==> src/rtl/rss_pkg.sv <==
// Shared types for the dual-channel start-up sequencer.
// Assumes the shared step states are contiguous, starting at RS_TRIM.
package rss_pkg;

    typedef enum logic [3:0] {
        RS_OFF,
        RS_UVWAIT,
        RS_TRIM,
        RS_BGAP,
        RS_VREF,
        RS_IGEN,
        RS_FCHG,
        RS_UP,
        RS_FAULT
    } ref_state_e;

    typedef enum logic [1:0] {
        CH_IDLE,
        CH_RAMP,
        CH_ON
    } chan_state_e;

    localparam int unsigned STEP_COUNT = 5;

    function automatic logic is_step(input ref_state_e s);
        return (s >= RS_TRIM) && (s <= RS_FCHG);
    endfunction

endpackage

==> src/rtl/rss_sync.sv <==
// Multi-stage synchroniser for asynchronous level inputs.
// Assumes STAGES >= 2 and inputs that are quasi-static levels.
module rss_sync #(
    parameter int unsigned WIDTH  = 2,
    parameter int unsigned STAGES = 2
) (
    input  logic             clk,
    input  logic             rst_n,
    input  logic [WIDTH-1:0] d,
    output logic [WIDTH-1:0] q
);
    logic [STAGES-1:0][WIDTH-1:0] pipe;

    // Shift the raw input through the flop chain.
    always_ff @(posedge clk) begin
        if (!rst_n) pipe <= '0;
        else        pipe <= {pipe[STAGES-2:0], d};
    end

    assign q = pipe[STAGES-1];
endmodule

==> src/rtl/rss_ref_fsm.sv <==
// Shared-step sequencer: supply gating, ordered step strobes with done
// handshake, per-step cycle limit and sticky fault.
// Assumes step_done is only meaningful while a step state is active.
module rss_ref_fsm
    import rss_pkg::*;
#(
    parameter int unsigned TMO_W = 16
) (
    input  logic                  clk,
    input  logic                  rst_n,
    input  logic                  en_any,
    input  logic                  uv_ok,
    input  logic                  step_done,
    input  logic [TMO_W-1:0]      step_tmo,
    output logic [STEP_COUNT-1:0] step_stb,
    output logic                  refs_up,
    output logic                  fault
);
    ref_state_e            st, nxt;
    logic [TMO_W-1:0]      tmo_cnt;
    logic [TMO_W:0]        cnt_plus;
    logic                  tmo_hit;
    logic [STEP_COUNT-1:0] stb_nxt;

    // Limit reached once this cycle would be the last allowed one.
    assign cnt_plus = {1'b0, tmo_cnt} + (TMO_W + 1)'(1);
    assign tmo_hit  = cnt_plus >= {1'b0, step_tmo};

    // Next-state decision for the shared sequence.
    always_comb begin
        nxt = st;
        if (st == RS_FAULT) begin
            if (!en_any) nxt = RS_OFF;
        end else if (!en_any) begin
            nxt = RS_OFF;
        end else if (st != RS_OFF && !uv_ok) begin
            nxt = RS_UVWAIT;
        end else begin
            case (st)
                RS_OFF:    nxt = RS_UVWAIT;
                RS_UVWAIT: nxt = RS_TRIM;
                RS_TRIM:   nxt = step_done ? RS_BGAP : (tmo_hit ? RS_FAULT : RS_TRIM);
                RS_BGAP:   nxt = step_done ? RS_VREF : (tmo_hit ? RS_FAULT : RS_BGAP);
                RS_VREF:   nxt = step_done ? RS_IGEN : (tmo_hit ? RS_FAULT : RS_VREF);
                RS_IGEN:   nxt = step_done ? RS_FCHG : (tmo_hit ? RS_FAULT : RS_IGEN);
                RS_FCHG:   nxt = step_done ? RS_UP   : (tmo_hit ? RS_FAULT : RS_FCHG);
                RS_UP:     nxt = RS_UP;
                default:   nxt = RS_OFF;
            endcase
        end
    end

    // One strobe bit per step, raised on entry into that step.
    for (genvar k = 0; k < STEP_COUNT; k++) begin : g_stb
        localparam logic [3:0] K_CODE = 4'(int'(RS_TRIM) + k);
        assign stb_nxt[k] = (nxt != st) && (4'(nxt) == K_CODE);
    end

    // State, strobe and step-timer registers.
    always_ff @(posedge clk) begin
        if (!rst_n) begin
            st       <= RS_OFF;
            step_stb <= '0;
            tmo_cnt  <= '0;
        end else begin
            st       <= nxt;
            step_stb <= stb_nxt;
            if (nxt != st)       tmo_cnt <= '0;
            else if (is_step(st)) tmo_cnt <= tmo_cnt + 1'b1;
        end
    end

    assign refs_up = (st == RS_UP);
    assign fault   = (st == RS_FAULT);
endmodule

==> src/rtl/rss_chan_arb.sv <==
// Per-channel ramp control with fixed priority: a channel may leave idle
// only when no lower-index channel is enabled and still short of target.
// A channel already ramping is never held back by a higher-index one.
// Assumes refs_up is a level that falls whenever the shared steps drop.
module rss_chan_arb
    import rss_pkg::*;
#(
    parameter int unsigned CHANNELS = 2
) (
    input  logic                clk,
    input  logic                rst_n,
    input  logic                refs_up,
    input  logic [CHANNELS-1:0] en_s,
    input  logic [CHANNELS-1:0] ramp_done,
    output logic [CHANNELS-1:0] ramp_go,
    output logic [CHANNELS-1:0] chan_on
);
    for (genvar i = 0; i < CHANNELS; i++) begin : g_ch
        chan_state_e cs, cn;
        logic        hold;

        if (i == 0) begin : g_top
            assign hold = 1'b0;
        end else begin : g_low
            assign hold = |(en_s[i-1:0] & ~chan_on[i-1:0]);
        end

        // Channel state transitions.
        always_comb begin
            cn = cs;
            if (!refs_up || !en_s[i]) begin
                cn = CH_IDLE;
            end else begin
                case (cs)
                    CH_IDLE: if (!hold)       cn = CH_RAMP;
                    CH_RAMP: if (ramp_done[i]) cn = CH_ON;
                    CH_ON:   cn = CH_ON;
                    default: cn = CH_IDLE;
                endcase
            end
        end

        // Channel state register.
        always_ff @(posedge clk) begin
            if (!rst_n) cs <= CH_IDLE;
            else        cs <= cn;
        end

        assign chan_on[i] = (cs == CH_ON);
        assign ramp_go[i] = refs_up && (cs != CH_IDLE);
    end
endmodule

==> src/rtl/rail_startup_seq.sv <==
// Top of the dual-channel start-up sequencer: enable synchroniser,
// shared-step sequencer and channel arbiter.
// Assumes CHANNELS >= 2 and step_tmo_i >= 1.
module rail_startup_seq
    import rss_pkg::*;
#(
    parameter int unsigned CHANNELS    = 2,
    parameter int unsigned TMO_W       = 16,
    parameter int unsigned SYNC_STAGES = 2
) (
    input  logic                  clk,
    input  logic                  rst_n,
    input  logic [CHANNELS-1:0]   chan_en_i,
    input  logic                  uv_ok_i,
    input  logic                  step_done_i,
    input  logic [TMO_W-1:0]      step_tmo_i,
    input  logic [CHANNELS-1:0]   ramp_done_i,
    output logic [STEP_COUNT-1:0] step_stb_o,
    output logic [CHANNELS-1:0]   ramp_go_o,
    output logic                  fault_o
);
    logic [CHANNELS-1:0] en_sync;
    logic [CHANNELS-1:0] chan_on;
    logic                refs_up;

    rss_sync #(.WIDTH(CHANNELS), .STAGES(SYNC_STAGES)) u_sync (
        .clk   (clk),
        .rst_n (rst_n),
        .d     (chan_en_i),
        .q     (en_sync)
    );

    rss_ref_fsm #(.TMO_W(TMO_W)) u_ref (
        .clk       (clk),
        .rst_n     (rst_n),
        .en_any    (|en_sync),
        .uv_ok     (uv_ok_i),
        .step_done (step_done_i),
        .step_tmo  (step_tmo_i),
        .step_stb  (step_stb_o),
        .refs_up   (refs_up),
        .fault     (fault_o)
    );

    rss_chan_arb #(.CHANNELS(CHANNELS)) u_arb (
        .clk       (clk),
        .rst_n     (rst_n),
        .refs_up   (refs_up),
        .en_s      (en_sync),
        .ramp_done (ramp_done_i),
        .ramp_go   (ramp_go_o),
        .chan_on   (chan_on)
    );
endmodule

==> config.mk <==
export PLATFORM = sky130hd
export DESIGN_NAME = rail_startup_seq
export DESIGN_NICKNAME = d
export VERILOG_FILES = /design/src/rtl/rss_pkg.sv /design/src/rtl/rss_sync.sv /design/src/rtl/rss_ref_fsm.sv /design/src/rtl/rss_chan_arb.sv /design/src/rtl/rail_startup_seq.sv
export SDC_FILE = /design/constraint.sdc
export NUM_CORES = 1
export LEC_CHECK = 0
export ABC_AREA = 1
export BUFFER_PORTS_ARGS = -buffer_cell sky130_fd_sc_hd__buf_4
export CORE_MARGIN = 2
export CORE_UTILIZATION = 58
export CTS_BUF_LIST = sky130_fd_sc_hd__clkbuf_16
export CTS_CLUSTER_DIAMETER = 80
export DETAILED_ROUTE_END_ITERATION = 16
export PLACE_DENSITY_LB_ADDON = 0.12
export SETUP_SLACK_MARGIN = 0.2
export SLEW_MARGIN = 40
export SYNTH_ARGS = -nofsm -noshare
export SYNTH_HDL_FRONTEND = slang
export SYNTH_SLANG_ARGS = --single-unit
==> constraint.sdc <==
create_clock -name clk -period 4.1 [get_ports clk]
set_input_delay 0.205 -clock clk [delete_from_list [all_inputs] [get_ports clk]]
set_output_delay 0.205 -clock clk [all_outputs]
set_load 0.03 [all_outputs]
## Word level (Yosys, flattened, before mapping)

Index checks and enable logic that the tools add are counted.

| word-level totals | value |
|---|---|
| RAM bits | 0 |
| bits of input ports | 24 |
| flip-flop bits (word level) | 33 |
| latch bits | 0 |
| ROM bits | 0 |
| memories | 0 |

| operators by class | value |
|---|---|
| divide/modulo/power cells | 0 |
| add/sub/neg operators | 2 |
| order comparisons | 3 |
| equality and inequality tests | 21 |
| bitwise operators | 3 |
| reductions and logical operators | 26 |
| shifts and indexed selects | 0 |
| multiply operators | 0 |
| muxes and demuxes | 20 |

Operator list:

| operator | count |
|---|---|
| 4-bit two-way mux | 14 |
| 4-bit one-hot mux with 8 select lines | 1 |
| 4-bit by 3-bit == test with 1-bit output, second input constant | 7 |
| 16-bit by 1-bit adder with 17-bit output, second input constant | 1 |
| 17-bit by 16-bit greater-or-equal comparator with 1-bit output | 1 |
| 16-bit by 1-bit adder with 16-bit output, second input constant | 1 |
| 4-bit by 2-bit == test with 1-bit output, second input constant | 4 |
| 2-bit one-hot mux with 3 select lines | 2 |
| 1-bit logical AND | 9 |
| 2-bit OR reduction | 4 |
| 2-bit two-way mux | 3 |
| 2-bit inequality test, second input constant | 3 |
| 2-bit by 1-bit == test with 1-bit output, second input constant | 2 |
| 2-bit == test, second input constant | 2 |
| 4-bit by 1-bit == test with 1-bit output, second input constant | 1 |
| 4-bit == test, second input constant | 1 |
| 4-bit by 2-bit greater-or-equal comparator with 1-bit output, second input constant | 1 |
| 4-bit by 3-bit <= comparator with 1-bit output, second input constant | 1 |
| 1-bit zero test | 4 |
| 2-bit zero test | 2 |
| 4-bit zero test | 1 |
| 4-bit inequality test | 1 |
| 2-bit nonzero test | 2 |
| 4-bit nonzero test | 1 |
| 4 further kinds | 6 |

## Logic depth before layout (Yosys ltp)

| logic depth | value |
|---|---|
| depth after elaboration | 10 |
| depth in mapped cells | 26 |
| gate-level depth less buffers | 26 |

## Modules after synthesis

A second synthesis with hierarchy kept.

| second synthesis, totals | value |
|---|---|
| cells, all modules | 362 |
| area, all modules | 2,543.7 um^2 |

Modules (own cells, without submodules):

| module | cells an instance | area each (um^2) | times used |
|---|---|---|---|
| rss_ref_fsm | 302 | 2,092.0 | 1 |
| rss_chan_arb | 43 | 315.3 | 1 |
| rss_sync | 14 | 125.1 | 1 |
| rail_startup_seq | 3 | 11.3 | 1 |

## Worst setup path before layout

Ideal clock, no wire load.

| timing path | value |
|---|---|
| path kind | reg-to-reg |
| from | register u_ref.tmo_cnt[0] |
| to | register u_ref.tmo_cnt[13] |
| stages on the path, launching flop included | 24 |
| slack | 1,109 ps |
| clock period less this slack | 2,991 ps |
| path buffers | 1 |
| data required time | 4,038 ps |
| data arrival time | 2,929 ps |
| path through | dfxtp_1 ha_1 nand2_2 nor2_4 nand2_4 nor3_1 xor2_1 inv_1 ha_1 nand2_1 nor2_1 nand2_1 o21ai_0 nand2_1 nand3_2 nand3_1 nand2_1 nand2_1 nand2_1 nand2_2 nor2_8 nand3_4 buf_12 nor2_2 |

| on the way | value |
|---|---|
| word-level cells in the longest chain between the ends | 10 |

Ends and longest elaborated chain:

| element | RTL line | RTL |
|---|---|---|
| start, declared | rss_ref_fsm.sv:20 | `logic [TMO_W-1:0] tmo_cnt;` |
| start signal, assigned | rss_ref_fsm.sv:69 | `else if (is_step(st)) tmo_cnt <= tmo_cnt + 1'b1;` |
| 16-bit by 1-bit adder with 17-bit output * | rss_ref_fsm.sv:26 | `assign cnt_plus = {1'b0, tmo_cnt} + (TMO_W + 1)'(1);` |
| via u_ref.cnt_plus[12] | rss_ref_fsm.sv:21 | `logic [TMO_W:0] cnt_plus;` |
| 17-bit by 16-bit greater-or-equal comparator with 1-bit output * | rss_ref_fsm.sv:27 | `assign tmo_hit = cnt_plus >= {1'b0, step_tmo};` |
| 4-bit two-way mux (on tied branches) (2 in series) | - |  |
| 4-bit one-hot mux with 8 select lines * | rss_ref_fsm.sv:39 | `case (st)` |
| 4-bit two-way mux * | rss_ref_fsm.sv:36 | `end else if (st != RS_OFF && !uv_ok) begin` |
| 4-bit two-way mux * | rss_ref_fsm.sv:34 | `end else if (!en_any) begin` |
| 4-bit two-way mux * | rss_ref_fsm.sv:32 | `if (st == RS_FAULT) begin` |
| 4-bit inequality test * | rss_ref_fsm.sv:68 | `if (nxt != st) tmo_cnt <= '0;` |
| 2-bit OR reduction (no source line) * | - |  |

Mark *: on every way through the listed nets, which the timed path passes. The rest lies on a longest branch.
A chain may end at the register's enable or synchronous reset.

## Worst setup path in the final report

| timing path | value |
|---|---|
| from | register u_ref.tmo_cnt[0] |
| to | register u_ref.tmo_cnt[9] |

The elaborated chain is that of the path after synthesis.

==> results.md <==
- Status: finished clean
- Design area: roughly 2900 sq um
- Cell Area, Synth: 2490 sq um
- CTS Buf Count: 5
- Via count: 2,078
- Leak: ~1.5 nW
- Multi-input logic area: 1550 sq um
- Largest net degree at the start of global routing: 17
- CP max FO: 16
- Worst-Skew Late Latency: 0.28 ns
- Fin cells: 423
- Dpl cells: 414
- Crit path kind: reg2reg
- Unique cell type count in the Yosys netlist: 36
- Worst Clk Skew: 0.00258 ns
- R2R depth: 25
- Final period util: between 80 and 90%
- Starting density of the core: 61.5%
- Final GP Congestion: 0.892
- Antenna cells: 0
- Core Region: 4060 sq um
- Max IR drop VDD: 0.175 mV
- Initial antenna violation count: 0
- Worst hold endpoint: u_sync.pipe[1]
- Slew @ Worst Pin: 0.426 ns
- Startpoint Class: flip-flop
- DR DRC count: 0
- Grt total ovfl: 0
- Setup violations, final: 0
- Fin. Hold Viols: 0
- Final wirelength: 4850 microns
- Ports: 32
- ANT nets after route: 0
- Syn avg cell area: 7.38 sq um
- Worst r2r src: u_ref.tmo_cnt[0]
- CTS sink cnt: 33
- Layout cells sized above 1: 25.5%
- CTS tree: built
- Post-synthesis sequential area ratio: 26.5%
- Root Buffer Master: clkbuf_16
- Gate Count Post-Synth: about 340
- Max-slew headroom: 71.6%
- First-pass DRT Iterations: 4
- Max_cap viols: 0
- Crit path DAT: 3.78 ns
- Hold Path Depth: 3
- # hold bufs at CTS: 0
- Vias in the first global route: 1,993
- Hold WC Path Type: in2reg
- Synthesis-to-layout area growth: 17.5%
- Number of setup buffers added after CTS: 0
- HP Start: chan_en_i[1]
- Clock slew at reported path FFs: 0.05 ns
- Register area: around 660 sq um
- Setup WS post-layout: 0.537 ns
- Port bufs: 31
- Post-place setup slack: 0.504 ns
- Slew Limit Fails: 0
- Max H-tree Level: 2
- Die area: approximately 4800 sq um
- First-pass GRT wire length: around 8300 microns
- Met3 wire len: approximately 220 microns
- DP HPWL: about 3600 microns
- Dpl cell area: 2750 sq um
- Via-to-Cell Ratio: 4.91
- Die span in y: approximately 70 microns
- Post-CTS resize count: 0
- PwrDens: 282 nW/um^2
- Clock buffer depth: 2
- Util after Layout: 72.2%
- Minimum clock period: ~3.6 ns
- # fillers: 315
- Reg2reg setup slack: 0.54 ns
- Nature of the critical path endpoint: flip-flop
- Cell Rows: 23
- Hold_ws: 0.102 ns
- DRT iter0 DRCs: 93
- Register bit count reported by yosys: 33
- Mapped Nets: 386
- Die Width: 69.6 microns
- Reg-to-Reg End: u_ref.tmo_cnt[9]
- RSZ-0062 raised after global routing: no
- Post-DR wirelength/cell: 11.5 microns
- Critical Path RT: 4.32 ns
- All-Layer GR Usage: 21.2%
- Top routing layer used: met4
- Max Clock Freq: 281 MHz
- Setup_tns: 0 ns
- Final Net Count: 420
- M1 WL: 2340 microns
- Total power: 827 uW
- Synth warn: 0
- WL met2: 2210 microns
[area by class of cell]
type,instances,area share [%]
clock inverters,3,1.28
clock buffers,5,4.27
repair buffers,32,8.63
multi-input cells,235,52.8
inverters,65,8.33
well taps,50,2.13
flip-flops and latches,33,22.5
[layout by cell type (no fill, tap or decap), drive strengths merged]
| master | instances |
|---|---|
| clkbuf | 5 |
| nand3 | 21 |
| xnor2 | 1 |
| a31oi | 1 |
| a21oi | 11 |
| dfxtp | 33 |
| o21ai | 11 |
| bufinv | 1 |
| o211ai | 1 |
| and3 | 1 |
| clkinv | 2 |
| buf | 32 |
| a211oi | 2 |
| nand4 | 1 |
| ha | 24 |
| o21bai | 1 |
| inv | 65 |
| a21o | 2 |
| nand3b | 1 |
| a31o | 1 |
| nor2 | 58 |
| xor2 | 11 |
| nor3 | 4 |
| a32oi | 1 |
| nand2 | 76 |
| mux2i | 6 |
[worst max-delay path, stage by stage, from the launching register on]
cell	delay (ns)
dfxtp_1	0.40
nand3_1	0.13
nor2_1	0.23
nand3_1	0.16
nor2_1	0.18
nand2_1	0.12
nor2_1	0.18
inv_1	0.07
nand2_1	0.11
inv_1	0.05
ha_1	0.26
nand2_1	0.06
nor2_1	0.20
nand2_1	0.07
o21ai_0	0.17
nand2_1	0.11
nand3_2	0.10
nand3_1	0.07
nand2_1	0.09
nand2_1	0.09
nand2_1	0.08
nand2_2	0.09
nor2_8	0.13
nand3_4	0.08
buf_12	0.17
nor2_1	0.10
[report_power, final]
| group | internal (mW) | total (mW) | leakage (nW) | switching (mW) |
|---|---|---|---|---|
| sequential | 0.325 | 0.327 | 0.267 | 0.00293 |
| clock | 0.282 | 0.419 | 0.0826 | 0.137 |
| combinational | 0.0355 | 0.0812 | 1.11 | 0.0458 |
[layer usage]
| metal | GRT usage, % | up-vias |
|---|---|---|
| met3 | 5.81 | 8 |
| met2 | 36.9 | 38 |
| met1 | 25.2 | 913 |
| met5 | 0 | - |
| li1 | - | 1119 |
| met4 | 7.19 | 0 |
[how the worst max path moves through the flow]
stage | startpoint | to | slack [ns]
detailed placement | u_ref.tmo_cnt[0] | u_ref.tmo_cnt[7] | 0.50
global route | u_ref.tmo_cnt[0] | u_ref.tmo_cnt[9] | 0.28
CTS | u_ref.tmo_cnt[0] | u_ref.tmo_cnt[9] | 0.44
floorplan | u_ref.tmo_cnt[0] | u_ref.tmo_cnt[13] | 1.11
global placement | u_ref.tmo_cnt[0] | u_ref.tmo_cnt[13] | 0.57
finish | u_ref.tmo_cnt[0] | u_ref.tmo_cnt[9] | 0.54
[cells by family (layout without fill, tap and decap cells)]
kind of cell               after synthesis  count (layout)  synth area share (%)
AOI/OAI and AO/OA                       31              31                  7.17
buffers and inverters                   70             105                  11.5
muxes                                    6               6                  2.41
xor gates and xnor gates                12              12                  4.21
and+or+nand+nor                        162             162                  36.2
adders and majority gates               24              24                  12.0
DFF                                     33              33                  26.5
[state kept, by name (all words and copies together) (netlist names)]
| signal | count |
|---|---|
| u_arb.g_ch.cs | 4 |
| u_ref.step_stb | 5 |
| u_sync.pipe | 2 |
| u_ref.st | 4 |
| u_sync.q | 2 |
| u_ref.tmo_cnt | 16 |
[cell usage after synthesis]
cell type | count | area [sq um]
o21bai_1 | 1 | 7.51
ha_1 | 24 | 300
nor3_1 | 2 | 10.0
o21ai_0 | 11 | 55.1
nor3_4 | 1 | 16.3
xnor2_1 | 1 | 8.76
a21o_1 | 2 | 15.0
a32oi_1 | 1 | 8.76
nand3_4 | 2 | 35.0
inv_1 | 55 | 206
a211oi_1 | 2 | 15.0
a31oi_1 | 1 | 6.26
nor2_2 | 6 | 37.5
nor3_2 | 1 | 10.0
xor2_1 | 11 | 96.3
inv_2 | 9 | 33.8
nand3_1 | 18 | 90.1
a31o_2 | 1 | 8.76
nand2_4 | 2 | 22.5
mux2i_1 | 6 | 60.1
clkinv_1 | 1 | 3.75
nor2_8 | 1 | 20.0
nand2_1 | 57 | 214
dfxtp_1 | 33 | 661
a21oi_1 | 11 | 55.1
buf_12 | 1 | 20.0
and3_1 | 1 | 6.26
nand3b_1 | 1 | 7.51
nand3_2 | 1 | 10.0
nand4_1 | 1 | 6.26
nor2_1 | 35 | 131
clkbuf_1 | 2 | 7.51
nand2_2 | 17 | 106
buf_4 | 2 | 15.0
o211ai_1 | 1 | 7.51
nor2_4 | 16 | 180
Note: power is estimated with default switching activity, not from simulation.
